===== config.mk =====
export PLATFORM = sky130hd
export DESIGN_NAME = burst_addr_gen
export DESIGN_NICKNAME = d
export VERILOG_FILES = /design/src/rtl/burst_pkg.sv /design/src/rtl/burst_cmd_decode.sv /design/src/rtl/beat_counter.sv /design/src/rtl/beat_order_map.sv /design/src/rtl/burst_addr_gen.sv
export SDC_FILE = /design/constraint.sdc
export NUM_CORES = 1
export LEC_CHECK = 0
export BUFFER_PORTS_ARGS = -buffer_cell sky130_fd_sc_hd__buf_2
export CAP_MARGIN = 10
export CORE_ASPECT_RATIO = 1.5
export CORE_MARGIN = 2
export CORE_UTILIZATION = 45
export CTS_CLUSTER_DIAMETER = 150
export DETAILED_ROUTE_END_ITERATION = 16
export GPL_ROUTABILITY_DRIVEN = 0
export HOLD_SLACK_MARGIN = 0.03
export PLACE_DENSITY = 0.78
export SETUP_SLACK_MARGIN = 0.5
export SYNTH_ARGS = -nofsm -noshare
export SYNTH_HDL_FRONTEND = slang
export SYNTH_SLANG_ARGS = --single-unit

===== constraint.sdc =====
create_clock -name clk -period 2.7 [get_ports clk]
set_clock_uncertainty 0.2 [all_clocks]
set_input_delay 0.27 -clock clk [delete_from_list [all_inputs] [get_ports clk]]
set_output_delay 0.27 -clock clk [all_outputs]
set_load 0.05 [all_outputs]

===== src/rtl/burst_pkg.sv =====
package burst_pkg;

    // Beat ordering captured at burst start
    typedef enum logic {
        ORD_LINEAR     = 1'b0,
        ORD_INTERLEAVE = 1'b1
    } order_e;

    // Per-cycle command decoded from the strobes and advance input
    typedef enum logic [1:0] {
        CMD_IDLE = 2'd0,
        CMD_LOAD = 2'd1,
        CMD_STEP = 2'd2
    } cmd_e;

endpackage


===== src/rtl/burst_cmd_decode.sv =====
module burst_cmd_decode
    import burst_pkg::*;
(
    input  logic proc_start,
    input  logic cache_start,
    input  logic adv,
    output cmd_e cmd
);

    // The processor strobe is tested first. Both strobes request the same
    // load, so a collision still results in a single capture. A load always
    // wins over an advance request.
    always_comb begin
        if (proc_start) begin
            cmd = CMD_LOAD;
        end else if (cache_start) begin
            cmd = CMD_LOAD;
        end else if (adv) begin
            cmd = CMD_STEP;
        end else begin
            cmd = CMD_IDLE;
        end
    end

endmodule


===== src/rtl/beat_counter.sv =====
module beat_counter #(
    parameter int CNT_W = 2
) (
    input  logic             clk,
    input  logic             rst_n,
    input  logic             clear,
    input  logic             step,
    output logic [CNT_W-1:0] count
);

    logic [CNT_W-1:0] count_d, count_q;

    // Wraps modulo 2**CNT_W, so the beat after the last returns to zero
    always_comb begin
        count_d = count_q;
        if (clear) begin
            count_d = '0;
        end else if (step) begin
            count_d = count_q + 1'b1;
        end
    end

    always_ff @(posedge clk) begin
        if (!rst_n) begin
            count_q <= '0;
        end else begin
            count_q <= count_d;
        end
    end

    assign count = count_q;

endmodule


===== src/rtl/beat_order_map.sv =====
module beat_order_map
    import burst_pkg::*;
#(
    parameter int CNT_W = 2
) (
    input  logic [CNT_W-1:0] base,
    input  logic [CNT_W-1:0] count,
    input  order_e           order,
    output logic [CNT_W-1:0] low
);

    logic [CNT_W-1:0] lin_low;
    logic [CNT_W-1:0] ilv_low;

    assign lin_low = base + count;

    // Interleaved order: each bit of the start field is flipped by the
    // matching bit of the beat count
    for (genvar b = 0; b < CNT_W; b++) begin : g_ilv_bit
        assign ilv_low[b] = base[b] ^ count[b];
    end

    assign low = (order == ORD_INTERLEAVE) ? ilv_low : lin_low;

endmodule


===== src/rtl/burst_addr_gen.sv =====
module burst_addr_gen
    import burst_pkg::*;
#(
    parameter int ADDR_W = 17,
    parameter int CNT_W  = 2
) (
    input  logic              clk,
    input  logic              rst_n,
    input  logic [ADDR_W-1:0] ext_addr,
    input  logic              proc_start,
    input  logic              cache_start,
    input  logic              adv,
    input  logic              order_ilv,
    output logic [ADDR_W-1:0] addr_out
);

    localparam int HI_W = ADDR_W - CNT_W;

    typedef struct packed {
        logic [HI_W-1:0]  hi;
        logic [CNT_W-1:0] base;
        order_e           order;
    } burst_state_t;

    burst_state_t     s_d, s_q;
    cmd_e             cmd;
    logic [CNT_W-1:0] beat;
    logic [CNT_W-1:0] low;
    order_e           cur_order;

    burst_cmd_decode u_decode (
        .proc_start  (proc_start),
        .cache_start (cache_start),
        .adv         (adv),
        .cmd         (cmd)
    );

    beat_counter #(.CNT_W(CNT_W)) u_counter (
        .clk   (clk),
        .rst_n (rst_n),
        .clear (cmd == CMD_LOAD),
        .step  (cmd == CMD_STEP),
        .count (beat)
    );

    always_comb begin
        s_d = s_q;
        if (cmd == CMD_LOAD) begin
            s_d.hi    = ext_addr[ADDR_W-1:CNT_W];
            s_d.base  = ext_addr[CNT_W-1:0];
            s_d.order = order_ilv ? ORD_INTERLEAVE : ORD_LINEAR;
        end
    end

    always_ff @(posedge clk) begin
        if (!rst_n) begin
            s_q <= '{hi: '0, base: '0, order: ORD_LINEAR};
        end else begin
            s_q <= s_d;
        end
    end

    beat_order_map #(.CNT_W(CNT_W)) u_map (
        .base  (s_q.base),
        .count (beat),
        .order (s_q.order),
        .low   (low)
    );

    assign cur_order = s_q.order;
    assign addr_out  = {s_q.hi, low};

endmodule


==> impl_metrics.tcl <==
set metrics [dict create \
    crit_type "flop to primary output" \
    start_kind "flop" \
    intPower_mw 0.4130 \
    fp-row-count 20 \
    synth.net_count 131 \
    setup_total_negative_slack_ns 0 \
    area_delta_synth_final_pct 18.06 \
    dp_hpwl_mm 1.218 \
    p_leak_nw 0.4925 \
    tightest_slew_ns 0.5021 \
    swShare_pct 30.77 \
    cts_tree "done" \
    grt_setup_unrepaired "no" \
    die_area_um2 2601 \
    maxSlewHeadroom_pct 66.53 \
    drc 0 \
    clk_pin_slew_worst_paths_ns 0.10 \
    coreArea_um2 2052 \
    wl_mm 1.936 \
    rrSetupSlack_ns 1.51 \
    grt_pass1_vias 772 \
    ys_ff_latch 20 \
    report.final.slew_viol_count 0 \
    grt_pass1_wl_mm 3.249 \
    hold_viol 0 \
    slowest_delay_ns 0.40 \
    dieWidth_um 42.32 \
    start_util_pct 48.29 \
    post_cts_resize_count 0 \
    ant_nets 0 \
    critical_path_required_ns 2.23 \
    n_antenna_cell 0 \
    h-tree-depth 1 \
    p_comb_share_pct 24.3 \
    grt_max_degree 38 \
    endpoint "addr_out[1]" \
    p_clk_share_pct 22.1 \
    switchingPower_mw 0.1835 \
    critPathLaunch "u_counter.count[0]$_SDFFE_PP0N_" \
    arrival_ns 1.38 \
    grt_usage_pct 16.26 \
    r2r_end "addr_out[7]$_SDFFE_PN0N_" \
    ctsLongestPathBuffers 2 \
    drive_gt1_share_pct 39.71 \
    setup_viol 0 \
    r2r_start "addr_out[7]$_SDFFE_PN0N_" \
    avgSynthCellArea_um2 9.261 \
    p_seq_share_pct 53.6 \
    status "complete, no violations" \
    synth_cell_type_count 18 \
    wire_per_inst_um 12.25 \
    synth_top_area_share_pct 40.40 \
    netlist_area_um2 991.0 \
    ys_seq_area_share_pct 40.40 \
    cts_made_buffers 3 \
    dr.pass1.iters 2 \
    max_freq_mhz 540.6 \
    hp-class "input pin to flop" \
    layout.nets 162 \
    synthCells 107 \
    vias 826 \
    n_fill_cell 205 \
    yosys_warnings 0 \
    maxCapViolations 0 \
    period_share_pct 68.51 \
    dpl_cell_area_um2 1057 \
    crit_chain "ha_1 -> nor2b_1 -> xnor2_1 -> buf_2" \
    cts_sinks 20 \
    cp-end-kind "primary output" \
    design_area_um2 1170 \
    synth_area_leaders "dfxtp_1 (40%), buf_4 (11%), or3b_1 (9.7%), o21ai_0 (9.1%), a21oi_1 (8.6%)" \
    io_buffers 39 \
    first_iter_violations 5 \
    ir_drop_mv 0.2567 \
    io_pins 40 \
    clock_latency_ns 0.28 \
    antenna_found_initial 0 \
    yosys.area.top_type "dfxtp_1" \
    final.min_clock_period_ns 1.850 \
    vias_per_cell 5.228 \
    path_max_fanout 4 \
    root_buffer "clkbuf_4" \
    powerDensity_nw_per_um2 509.9 \
    worst_r2r_path_depth 2 \
    overflow 0 \
    die_h_um 61.48 \
    critPathSlowestCell "dfxtp_1" \
]
cell usage after synthesis (all sizes together):
cell and instances:
clkinv 1, a21oi 19, o21ai 18, nor2b 1, clkbuf 3, dfxtp 20
buf 19, or3b 19, a21bo 1, ha 1, nand3b 1, xnor2 3
nor2 1
layer usage:
layer	routed length, um	global-route usage, %	up-vias
li1	-	-	422
met4	10	8.036	0
met1	800	17.68	370
met3	139	2.639	2
met2	985	30.55	32
met5	0	0	-
worst min-delay path by stage:
stage | startpoint | end | slack (ns) | cells after the start
3_3_place_gp | u_counter.count[0]$_SDFFE_PP0N_ | u_counter.count[1]$_SDFFE_PP0N_ | 0.32 | 2
2_1_floorplan | adv | u_counter.count[0]$_SDFFE_PP0N_ | 0.21 | 2
5_1_grt | ext_addr[8] | addr_out[8]$_SDFFE_PN0N_ | 0.05 | 3
3_5_place_dp | addr_out[12]$_SDFFE_PN0N_ | addr_out[12]$_SDFFE_PN0N_ | 0.34 | 2
6_report | ext_addr[4] | addr_out[4]$_SDFFE_PN0N_ | 0.04 | 3
4_1_cts | ext_addr[11] | addr_out[11]$_SDFFE_PN0N_ | 0.03 | 3
state kept, by name (all words and copies together), names as in the netlist:
signal	cells
u_counter.count	2
addr_out	15
cur_order	1
s_q	2
power by group through the flow:
stage                     combinational [mW]  clock, mW  sequential (mW)
final                                  0.145      0.132            0.320
after global routing                   0.156      0.155            0.322
after CTS                              0.145      0.144            0.320
after detailed placement               0.135          0            0.326
after global placement                 0.133          0            0.325
after floorplan                        0.121          0            0.324
worst max-delay path, delay by kind of cell, from the launching register on:
family                   cells  cell delay, ns
XOR/XNOR                     1            0.12
adder cells (fa/ha/maj)      1            0.16
buffers and inverters        1            0.28
flip-flops                   1            0.40
AND/OR/NAND/NOR              1            0.14
area by class of cell:
class | count | area, um^2 | area share [%]
inverter | 1 | 3.754 | 0.3209
multi-input combinational | 64 | 430.4 | 36.79
sequential | 20 | 400.4 | 34.22
timing repair buffer | 48 | 285.3 | 24.39
clock buffer | 3 | 22.52 | 1.925
tap | 22 | 27.53 | 2.353
kinds of logic after synthesis:
kind of cell,share of synthesized area [%]
flops,40.40
simple gates,19.07
xor+xnor,2.652
buf+inv,16.16
fa+ha+maj,1.262
compound gates,20.46
stage by stage:
step / hold WS [ns] / total power [mW] / utilization, % / cells / setup slack, ns
after floorplan: 0.2132 / 0.4455 / - / 107 / 0.7935
after global placement: 0.3217 / 0.4583 / 51.52 / 146 / 1.186
after detailed placement: 0.3355 / 0.4612 / 51.52 / 146 / 1.170
after CTS: 0.03091 / 0.6086 / 57.01 / 158 / 0.8249
after global routing: 0.04987 / 0.6337 / 57.01 / 158 / 0.7148
final: 0.04336 / 0.5966 / 57.01 / 158 / 0.8502
placed cells by master (no fill, tap or decap), types with 2 or more instances in the layout:
cell type      Yosys  layout
dlygate4sd3_1      0       9
a21oi_2            2       2
buf_2              2      39
a21oi_1           17      17
or3b_2             7       7
xnor2_1            3       3
or3b_1            11      11
o21ai_0           18      18
clkbuf_4           0       3
dfxtp_1           20      20
timing repair:
action	CTS	global route
hold buffers	9	0
buffers inserted	0	0
endpoints found under the hold margin	9	0
(Power assumes the default switching activity.)
